<file path="src/rtl/wpm_pkg.sv">
package wpm_pkg;

  // Turn a region index into a one-hot select vector.
  function automatic logic [7:0] region_onehot(input logic [2:0] idx);
    logic [7:0] v;
    v = '0;
    v[idx] = 1'b1;
    return v;
  endfunction

endpackage

</file>
<file path="src/rtl/wpm_page_bank.sv">
module wpm_page_bank #(
  parameter int NWIN           = 4,
  parameter int PAGE_W         = 8,
  parameter int PORT_W         = 8,
  parameter int DATA_W         = 8,
  parameter int PAGE_PORT_BASE = 8'h10,
  parameter int CTRL_PORT      = 8'h14
) (
  input  logic                         clk,
  input  logic                         rst,
  input  logic                         io_wr,
  input  logic                         io_rd,
  input  logic [PORT_W-1:0]            io_port,
  input  logic [DATA_W-1:0]            io_wdata,
  output logic [NWIN-1:0][PAGE_W-1:0]  pages,
  output logic                         map_on,
  output logic [DATA_W-1:0]            io_rdata
);

  localparam logic [PORT_W-1:0] BASE_P = PORT_W'(PAGE_PORT_BASE);
  localparam logic [PORT_W-1:0] CTRL_P = PORT_W'(CTRL_PORT);
  localparam int                IDX_W  = (NWIN > 1) ? $clog2(NWIN) : 1;

  logic [PORT_W-1:0] offset;
  logic              page_hit;
  logic              ctrl_hit;

  assign offset   = io_port - BASE_P;
  assign page_hit = (io_port >= BASE_P) && (offset < PORT_W'(NWIN));
  assign ctrl_hit = (io_port == CTRL_P);

  // Page registers have no reset, so they can map to plain fabric flops.
  for (genvar k = 0; k < NWIN; k++) begin : g_page
    logic sel_k;
    assign sel_k = io_wr && page_hit && (offset[IDX_W-1:0] == IDX_W'(k));
    always_ff @(posedge clk) begin
      if (sel_k) pages[k] <= io_wdata[PAGE_W-1:0];
    end
  end

  always_ff @(posedge clk) begin
    if (rst)                   map_on <= 1'b0;
    else if (io_wr && ctrl_hit) map_on <= io_wdata[0];
  end

  always_ff @(posedge clk) begin
    if (rst) begin
      io_rdata <= '0;
    end else if (io_rd) begin
      if (page_hit)      io_rdata <= DATA_W'(pages[offset[IDX_W-1:0]]);
      else if (ctrl_hit) io_rdata <= DATA_W'(map_on);
      else               io_rdata <= '0;
    end
  end

  // the control write lands in the enable flag on the next edge
  a_r5_ctrl_load: assert property (@(posedge clk) disable iff (rst)
    (io_wr && ctrl_hit) |=> (map_on == $past(io_wdata[0])));

  // without a write strobe no page register moves
  a_r3_pages_hold: assert property (@(posedge clk) disable iff (rst)
    !io_wr |=> $stable(pages));

  // the flag is clear on the first edge after reset
  a_r4_reset_off: assert property (@(posedge clk)
    rst |=> !map_on);

endmodule

</file>
<file path="src/rtl/wpm_xlate.sv">
module wpm_xlate #(
  parameter int CPU_AW          = 16,
  parameter int WIN_BITS        = 2,
  parameter int PAGE_W          = 8,
  parameter int REGION_LSB      = 17,
  parameter bit LOW_PAGE_COMMON = 1'b0,
  localparam int NWIN           = 1 << WIN_BITS,
  localparam int OFF_W          = CPU_AW - WIN_BITS,
  localparam int PHYS_AW        = OFF_W + PAGE_W
) (
  input  logic                         clk,
  input  logic                         rst,
  input  logic [CPU_AW-1:0]            cpu_addr,
  input  logic                         mem_req,
  input  logic                         bypass,
  input  logic                         map_on,
  input  logic [NWIN-1:0][PAGE_W-1:0]  pages,
  output logic [PHYS_AW-1:0]           phys_addr,
  output logic [7:0]                   region_sel
);

  import wpm_pkg::*;

  logic [WIN_BITS-1:0] win;
  logic [OFF_W-1:0]    off;
  logic                common_hit;
  logic                use_map;
  logic [PAGE_W-1:0]   upper;
  logic [PHYS_AW-1:0]  phys_d;
  logic [7:0]          region_d;

  assign win = cpu_addr[CPU_AW-1 -: WIN_BITS];
  assign off = cpu_addr[OFF_W-1:0];

  // Optional built-in bypass for the bottom 256 bytes.
  if (LOW_PAGE_COMMON) begin : g_low_common
    assign common_hit = (cpu_addr[CPU_AW-1:8] == '0);
  end else begin : g_no_low_common
    assign common_hit = 1'b0;
  end

  assign use_map  = map_on && !bypass && !common_hit;
  assign upper    = use_map ? pages[win] : '1;
  assign phys_d   = {upper, off};
  assign region_d = mem_req ? region_onehot(phys_d[REGION_LSB +: 3]) : 8'h00;

  always_ff @(posedge clk) begin
    if (rst) begin
      phys_addr  <= '0;
      region_sel <= '0;
    end else begin
      phys_addr  <= phys_d;
      region_sel <= region_d;
    end
  end

  // a disabled mapper drives the upper bits high
  a_r4_off_ones: assert property (@(posedge clk) disable iff (rst)
    !map_on |=> (phys_addr[PHYS_AW-1:OFF_W] == '1));

  // a bypassed access lands in the common area
  a_r8_bypass_ones: assert property (@(posedge clk) disable iff (rst)
    bypass |=> (phys_addr[PHYS_AW-1:OFF_W] == '1));

  // the low offset passes through one edge later
  a_r2_offset_pass: assert property (@(posedge clk) disable iff (rst)
    1'b1 |=> (phys_addr[OFF_W-1:0] == $past(cpu_addr[OFF_W-1:0])));

  // no select without a memory request
  a_r7_idle_quiet: assert property (@(posedge clk) disable iff (rst)
    !mem_req |=> (region_sel == 8'h00));

  // never more than one region selected
  a_r6_onehot: assert property (@(posedge clk) disable iff (rst)
    $onehot0(region_sel));

endmodule

</file>
<file path="src/rtl/win_page_mapper.sv">
module win_page_mapper #(
  parameter int CPU_AW          = 16,
  parameter int WIN_BITS        = 2,
  parameter int PAGE_W          = 8,
  parameter int PORT_W          = 8,
  parameter int DATA_W          = 8,
  parameter int PAGE_PORT_BASE  = 8'h10,
  parameter int CTRL_PORT       = 8'h14,
  parameter int REGION_LSB      = 17,
  parameter bit LOW_PAGE_COMMON = 1'b0,
  localparam int NWIN           = 1 << WIN_BITS,
  localparam int PHYS_AW        = CPU_AW - WIN_BITS + PAGE_W
) (
  input  logic               clk,
  input  logic               rst,
  input  logic [CPU_AW-1:0]  cpu_addr,
  input  logic               mem_req,
  input  logic               bypass,
  input  logic               io_wr,
  input  logic               io_rd,
  input  logic [PORT_W-1:0]  io_port,
  input  logic [DATA_W-1:0]  io_wdata,
  output logic [DATA_W-1:0]  io_rdata,
  output logic [PHYS_AW-1:0] phys_addr,
  output logic [7:0]         region_sel
);

  logic [NWIN-1:0][PAGE_W-1:0] pages;
  logic                        map_on;

  wpm_page_bank #(
    .NWIN(NWIN), .PAGE_W(PAGE_W), .PORT_W(PORT_W), .DATA_W(DATA_W),
    .PAGE_PORT_BASE(PAGE_PORT_BASE), .CTRL_PORT(CTRL_PORT)
  ) bank_i (
    .clk(clk), .rst(rst), .io_wr(io_wr), .io_rd(io_rd),
    .io_port(io_port), .io_wdata(io_wdata),
    .pages(pages), .map_on(map_on), .io_rdata(io_rdata)
  );

  wpm_xlate #(
    .CPU_AW(CPU_AW), .WIN_BITS(WIN_BITS), .PAGE_W(PAGE_W),
    .REGION_LSB(REGION_LSB), .LOW_PAGE_COMMON(LOW_PAGE_COMMON)
  ) xlate_i (
    .clk(clk), .rst(rst), .cpu_addr(cpu_addr), .mem_req(mem_req),
    .bypass(bypass), .map_on(map_on), .pages(pages),
    .phys_addr(phys_addr), .region_sel(region_sel)
  );

endmodule

</file>
<file path="config.mk">
export PLATFORM = sky130hd
export DESIGN_NAME = win_page_mapper
export DESIGN_NICKNAME = d
export VERILOG_FILES = /design/src/rtl/wpm_pkg.sv /design/src/rtl/wpm_page_bank.sv /design/src/rtl/wpm_xlate.sv /design/src/rtl/win_page_mapper.sv
export SDC_FILE = /design/constraint.sdc
export NUM_CORES = 1
export LEC_CHECK = 0
export BUFFER_PORTS_ARGS = -buffer_cell sky130_fd_sc_hd__buf_4
export CORE_ASPECT_RATIO = 1.75
export CORE_MARGIN = 2
export CORE_UTILIZATION = 53
export CTS_BUF_LIST = sky130_fd_sc_hd__clkbuf_8 sky130_fd_sc_hd__clkbuf_16
export DETAILED_ROUTE_END_ITERATION = 7
export GPL_ROUTABILITY_DRIVEN = 0
export PLACE_DENSITY = 0.85
export SLEW_MARGIN = 10
export SYNTH_ARGS = -nofsm -noshare
export SYNTH_HDL_FRONTEND = slang
export SYNTH_SLANG_ARGS = --single-unit
</file>
<file path="constraint.sdc">
create_clock -name clk -period 3.5 [get_ports clk]
set_clock_uncertainty 0.1 [all_clocks]
set_input_delay 0.525 -clock clk [delete_from_list [all_inputs] [get_ports clk]]
set_output_delay 0.525 -clock clk [all_outputs]
set_load 0.01 [all_outputs]
</file>
### Word level (Yosys, flattened, before mapping)

Cells that the tools add are included.

* bits in registers: 71
* output and inout bits: 38
* word-level logic and storage cells: 41

* add/sub/neg operators: 1
* magnitude comparators: 6
* equal/unequal tests: 4
* mux-type cells: 9
* bitwise logic cells: 1
* reductions and logical operators: 12

Operators with widths (count)
* 8-bit binary-select mux with 2-bit select: 2
* 8-bit 2-to-1 mux: 4
* 1-bit logical AND: 9
* 8-bit by 5-bit equality test with 1-bit output (second input constant): 1
* 8-bit by 5-bit greater-or-equal comparator with 1-bit output (second input constant): 1
* 8-bit by 3-bit less-than comparator with 1-bit output (second input constant): 1
* 8-bit by 5-bit subtractor with 8-bit output (second input constant): 1
* 2-bit by 3-bit less-than comparator with 1-bit output (second input constant): 2
* 2-bit equality test (second input constant): 2
* 3-bit by 4-bit less-than comparator with 1-bit output (second input constant): 1
* 1-bit demux with 3-bit select: 1
* 3-bit by 1-bit greater-or-equal comparator with 1-bit output (second input constant): 1
* 2-bit by 1-bit equality test with 1-bit output (second input constant): 1
* 2-bit logical NOT: 1
* 1-bit 2-to-1 mux: 2
* 2-bit OR reduction: 1
* 1-bit logical NOT: 1
* 1-bit NOT: 1

### Logic depth before layout (Yosys ltp)

* depth in word-level cells: 7
* gate-level depth with buffers: 4

### By module

From an unflattened synthesis, not the netlist that was laid out.

* cell total of the unflattened synthesis: 183
* area, all modules: 2716.4 µm²

By module, submodules not included
* wpm_page_bank: instances 1, cells each 93, area an instance 1640.3 µm²
* wpm_xlate: instances 1, cells each 90, area an instance 1076.0 µm²

### Worst setup path before layout

OpenSTA, ideal clock, no wires.

* kind: input to register
* from: in io_port[2]
* to: reg bank_i.pages[0] in the netlist's numbering, enable pin
* data arrival time: 1899 ps
* required time: 3017 ps
* setup slack: 1117 ps
* stages on the path: 3
* path buffers: 0
* cell sequence: nor4_2 -> nand3_1 -> nor3_1

* longest elaborated chain between the ends: 5

RTL lines
* from (decl): RTL line win_page_mapper.sv:21 `input logic [PORT_W-1:0] io_port,`
* 8-bit by 5-bit subtractor with 8-bit output: RTL line wpm_page_bank.sv:28 `assign offset = io_port - BASE_P;`
* 8-bit by 3-bit less-than comparator with 1-bit output: RTL line wpm_page_bank.sv:29 `assign page_hit = (io_port >= BASE_P) && (offset < PORT_W'(NWIN));`
* 1-bit logical AND *: RTL line wpm_page_bank.sv:29
* 1-bit logical AND * (2 in series): RTL line wpm_page_bank.sv:35 `assign sel_k = io_wr && page_hit && (offset[IDX_W-1:0] == IDX_W'(k));`
* named net bank_i.g_page[0].sel_k: RTL line wpm_page_bank.sv:34 `logic sel_k;`
* to (signal, indexed assignment): RTL line wpm_page_bank.sv:37 `if (sel_k) pages[k] <= io_wdata[PAGE_W-1:0];`
* to (decl): RTL line wpm_page_bank.sv:15 `output logic [NWIN-1:0][PAGE_W-1:0] pages,`

The timed path passes the listed nets; every way through them passes the cells marked *.
A chain may end at the register's enable or synchronous reset.

### Worst setup path after layout

* from: in io_port[2]
* to: reg bank_i.pages[9] in the netlist's numbering, enable pin

* longest elaborated chain between the ends: 5

RTL lines (RTL line)
* 8-bit by 5-bit subtractor with 8-bit output: wpm_page_bank.sv:28
* 8-bit by 3-bit less-than comparator with 1-bit output: wpm_page_bank.sv:29
* 1-bit logical AND *: wpm_page_bank.sv:29
* 1-bit logical AND * (2 in series): wpm_page_bank.sv:35
* named net bank_i.g_page[1].sel_k: wpm_page_bank.sv:34

Marks and branches as above.

==> impl_metrics.xml <==
<?xml version="1.0" encoding="UTF-8"?>
<metrics>
  <group name="timing">
    <metric name="timing.hold.ws" unit="ps">291</metric>
    <metric name="transition_at_the_pin_with_the_smallest_max_transition_slack" unit="ps">781</metric>
    <metric name="slew_violations" unit="">0</metric>
    <metric name="fin_tns_setup" unit="ps">0</metric>
    <metric name="rsz0062_at_grt" unit="">no</metric>
    <metric name="relSlewSlack" unit="">0.477</metric>
    <metric name="report.final.hold_viol_count" unit="">0</metric>
    <metric name="final_min_period_over_clock_period" unit="">0.578</metric>
    <metric name="clock.fmax" unit="MHz">494</metric>
    <metric name="setup_viol" unit="">0</metric>
    <metric name="period_needed" unit="ps">2020</metric>
  </group>
  <group name="cells_and_area">
    <metric name="antenna-diode-count" unit="">0</metric>
    <metric name="area_growth" unit="%">29.7</metric>
    <metric name="finalNonFillerCells" unit="">319</metric>
    <metric name="layout-drive-gt1-share" unit="">0.415</metric>
    <metric name="finish.net_count" unit="">298</metric>
  </group>
  <group name="global_route">
    <metric name="overflow" unit="">0</metric>
    <metric name="grt_first_pass_wirelength" unit="µm">7670</metric>
    <metric name="global_route.usage.total" unit="">0.185</metric>
    <metric name="grt_max_degree" unit="">33</metric>
    <metric name="first_global_vias" unit="">1721</metric>
    <metric name="grt_antenna_before_repair" unit="">0</metric>
  </group>
  <group name="placed_design">
    <metric name="dp_hpwl" unit="µm">3770</metric>
    <metric name="io_buffer_count" unit="">75</metric>
    <metric name="dp_cells" unit="">303</metric>
  </group>
  <group name="synth">
    <metric name="synthesis.area" unit="µm²">2660</metric>
    <metric name="synth_top_flop_cell" unit="">sky130_fd_sc_hd__dfxtp_1</metric>
    <metric name="synth_xor_xnor_area_share" unit="">0</metric>
    <metric name="synth_fp_nets" unit="">218</metric>
    <metric name="synth_top_family_by_area" unit="">simple AND/OR/NAND/NOR gates</metric>
    <metric name="synth-seq-area-share" unit="">0.655</metric>
    <metric name="synth_largest_area_cell" unit="">sky130_fd_sc_hd__edfxtp_1</metric>
    <metric name="post-synth-top-area-fraction" unit="">0.361</metric>
    <metric name="post_synthesis_share_of_cell_area_spent_on_full_adders_half_adders_and_majority_gates" unit="">0</metric>
    <metric name="synth_mux_area_frac" unit="">0.143</metric>
    <metric name="synth_compound_area_frac" unit="">0.0226</metric>
    <metric name="synth-seq-cells" unit="">71</metric>
    <metric name="synth_top_cells_by_area" unit="">sky130_fd_sc_hd__edfxtp_1, sky130_fd_sc_hd__dfxtp_1, sky130_fd_sc_hd__mux4_2</metric>
    <metric name="synth.avg_cell_area" unit="µm²">14.8</metric>
    <metric name="synth_simple_gate_area_share" unit="">0.160</metric>
    <metric name="synth-warning-count" unit="">0</metric>
    <metric name="synth_edf_count" unit="">32</metric>
    <metric name="synth-async-reset-ratio" unit="">0</metric>
    <metric name="synthCells" unit="">180</metric>
    <metric name="synth.distinct_cells" unit="">27</metric>
    <metric name="post-synth-top-count-cell" unit="">sky130_fd_sc_hd__dfxtp_1</metric>
    <metric name="ys_top_cells_by_count" unit="">sky130_fd_sc_hd__dfxtp_1, sky130_fd_sc_hd__edfxtp_1, sky130_fd_sc_hd__nor2_1</metric>
  </group>
  <group name="pwr">
    <metric name="share_comb_of_total_power" unit="">0.078</metric>
    <metric name="overall_power_consumption" unit="µW">1560</metric>
    <metric name="vdd_drop_max" unit="µV">549</metric>
    <metric name="power_frac_clock" unit="">0.356</metric>
    <metric name="power.sequential.fraction" unit="">0.566</metric>
    <metric name="power.switching_fraction" unit="">0.207</metric>
    <metric name="p_switching" unit="µW">324</metric>
    <metric name="leakage" unit="µW">0.00136</metric>
    <metric name="power_per_cell_area" unit="nW/µm²">453</metric>
    <metric name="power.internal" unit="µW">1240</metric>
  </group>
  <group name="clock_network">
    <metric name="postCtsSetupBuffers" unit="">0</metric>
    <metric name="cts.clk_slew.worst_paths" unit="ps">60</metric>
    <metric name="cts_tree" unit="">built</metric>
    <metric name="clock_tree.htree_level_count" unit="">3</metric>
    <metric name="numClockSinks" unit="">71</metric>
    <metric name="cts_resized" unit="">0</metric>
    <metric name="cts-buffers-inserted" unit="">9</metric>
    <metric name="cts_hold_buffers" unit="">0</metric>
    <metric name="insertion_delay" unit="ps">330</metric>
    <metric name="clock-root-buffer" unit="">sky130_fd_sc_hd__clkbuf_8</metric>
    <metric name="deepest_clock_path_buffer_count" unit="">2</metric>
  </group>
  <group name="critical_path">
    <metric name="cp_max_fo" unit="">10</metric>
    <metric name="startpoint_type" unit="">primary input</metric>
    <metric name="cp_data_arrival_time" unit="ps">1880</metric>
    <metric name="setup.worst_path.class" unit="">primary input to flip-flop</metric>
    <metric name="crit_required" unit="ps">3360</metric>
    <metric name="critical_path_endpoint_category" unit="">flip-flop</metric>
  </group>
  <group name="floorplan">
    <metric name="die_extent_in_x" unit="µm">57.6</metric>
    <metric name="floorplan.initialDensity" unit="">0.544</metric>
    <metric name="die-area" unit="µm²">5620</metric>
    <metric name="top_level_ports" unit="">76</metric>
    <metric name="core_box_area" unit="µm²">4890</metric>
    <metric name="dieHeight" unit="µm">97.7</metric>
    <metric name="fp-row-count" unit="">34</metric>
  </group>
  <group name="route">
    <metric name="drt-vias-per-instance" unit="">5.45</metric>
    <metric name="drtPass1Iterations" unit="">4</metric>
    <metric name="via_count" unit="">1737</metric>
    <metric name="count_of_unresolved_drc_violations_after_routing" unit="">0</metric>
    <metric name="antenna_left" unit="">0</metric>
    <metric name="detail_route.iter0.violations" unit="">40</metric>
    <metric name="final_routed_wirelength_across_all_metal_layers" unit="µm">4880</metric>
    <metric name="detail_route.wl_per_cell" unit="µm">15.3</metric>
  </group>
  <group name="hold_path">
    <metric name="holdCritPathClass" unit="">primary input to flip-flop</metric>
  </group>
  <group name="status">
    <metric name="run_status" unit="">complete, no violations</metric>
  </group>
  <group name="job">
    <metric name="number_of_max_cap_violations" unit="">0</metric>
  </group>
</metrics>
-- critical path: stages --
cell,delay (ps)
sky130_fd_sc_hd__buf_4,120
sky130_fd_sc_hd__nor4_2,270
sky130_fd_sc_hd__buf_4,210
sky130_fd_sc_hd__nand4_1,130
sky130_fd_sc_hd__nor2_1,620
-- layout make-up --
| cell class | instances | area [µm²] |
|---|---|---|
| inverter | 2 | 7.51 |
| fill | 368 | 1440 |
| sequential | 71 | 1740 |
| tap | 54 | 67.6 |
| multi-input combinational | 97 | 865 |
| clock inverter | 5 | 23.8 |
| timing repair buffer | 79 | 593 |
| clock buffer | 11 | 151 |
-- power groups by stage --
stage / clock network (µW) / logic, µW / registers [µW]
final: 556 / 121 / 884
after global routing: 602 / 131 / 885
after CTS: 570 / 123 / 884
after detailed placement: 0 / 123 / 903
after global placement: 0 / 120 / 902
after floorplan: 0 / 48.0 / 910
-- cells by family after synthesis --
logic type	count (synthesis)
AOI/OAI and AO/OA	11
and+or+nand+nor	70
buffers and inverters	12
DFF	71
muxes	16
-- flip-flops by register name, indices dropped and copies added (netlist names) --
register and flops:
bank_i.io_rdata 8, xlate_i.region_sel 8, bank_i.pages 32, xlate_i.phys_addr 22, bank_i.map_on 1
-- path summary, 6_finish.rpt --
path | start | end | slack (ps) | cells past startpoint
max reg2reg | bank_i.pages[27] | xlate_i.region_sel[5] | 1800 | 3
min reg2reg | bank_i.io_rdata[3] | bank_i.io_rdata[3] | 370 | 2
max | io_port[2] | bank_i.pages[9] | 1480 | 5
min | io_wdata[6] | bank_i.pages[22] | 290 | 1
-- cell usage in the layout (no fill, tap or decap), drive strengths merged, types with 2 or more instances in the layout --
master	synthesis	layout
or3b	2	2
nor2	20	20
edfxtp	32	32
inv	2	5
mux4	16	16
nor4	4	4
buf	2	79
nor2b	16	16
dfxtp	39	39
clkinv	0	2
nand2b	9	9
a21oi	8	8
nor3	4	4
nand4	11	11
clkbuf	8	11
-- stage by stage --
stage	utilization	setup WS, ps	instance area (µm²)
global route	0.705	1380	3450
finish	0.705	1480	3450
floorplan	-	1120	2660
global placement	0.669	1260	3270
detailed placement	0.669	1130	3270
CTS	0.705	1460	3450
-- routing by layer --
layer  GRT usage  up-vias  share of wire
met5           0        -              0
met4       0.106        0          0.032
met3      0.0666       15          0.070
met2       0.332       65           0.57
met1       0.170      819           0.32
li1            -      838              -
(Power assumes the default switching activity.)
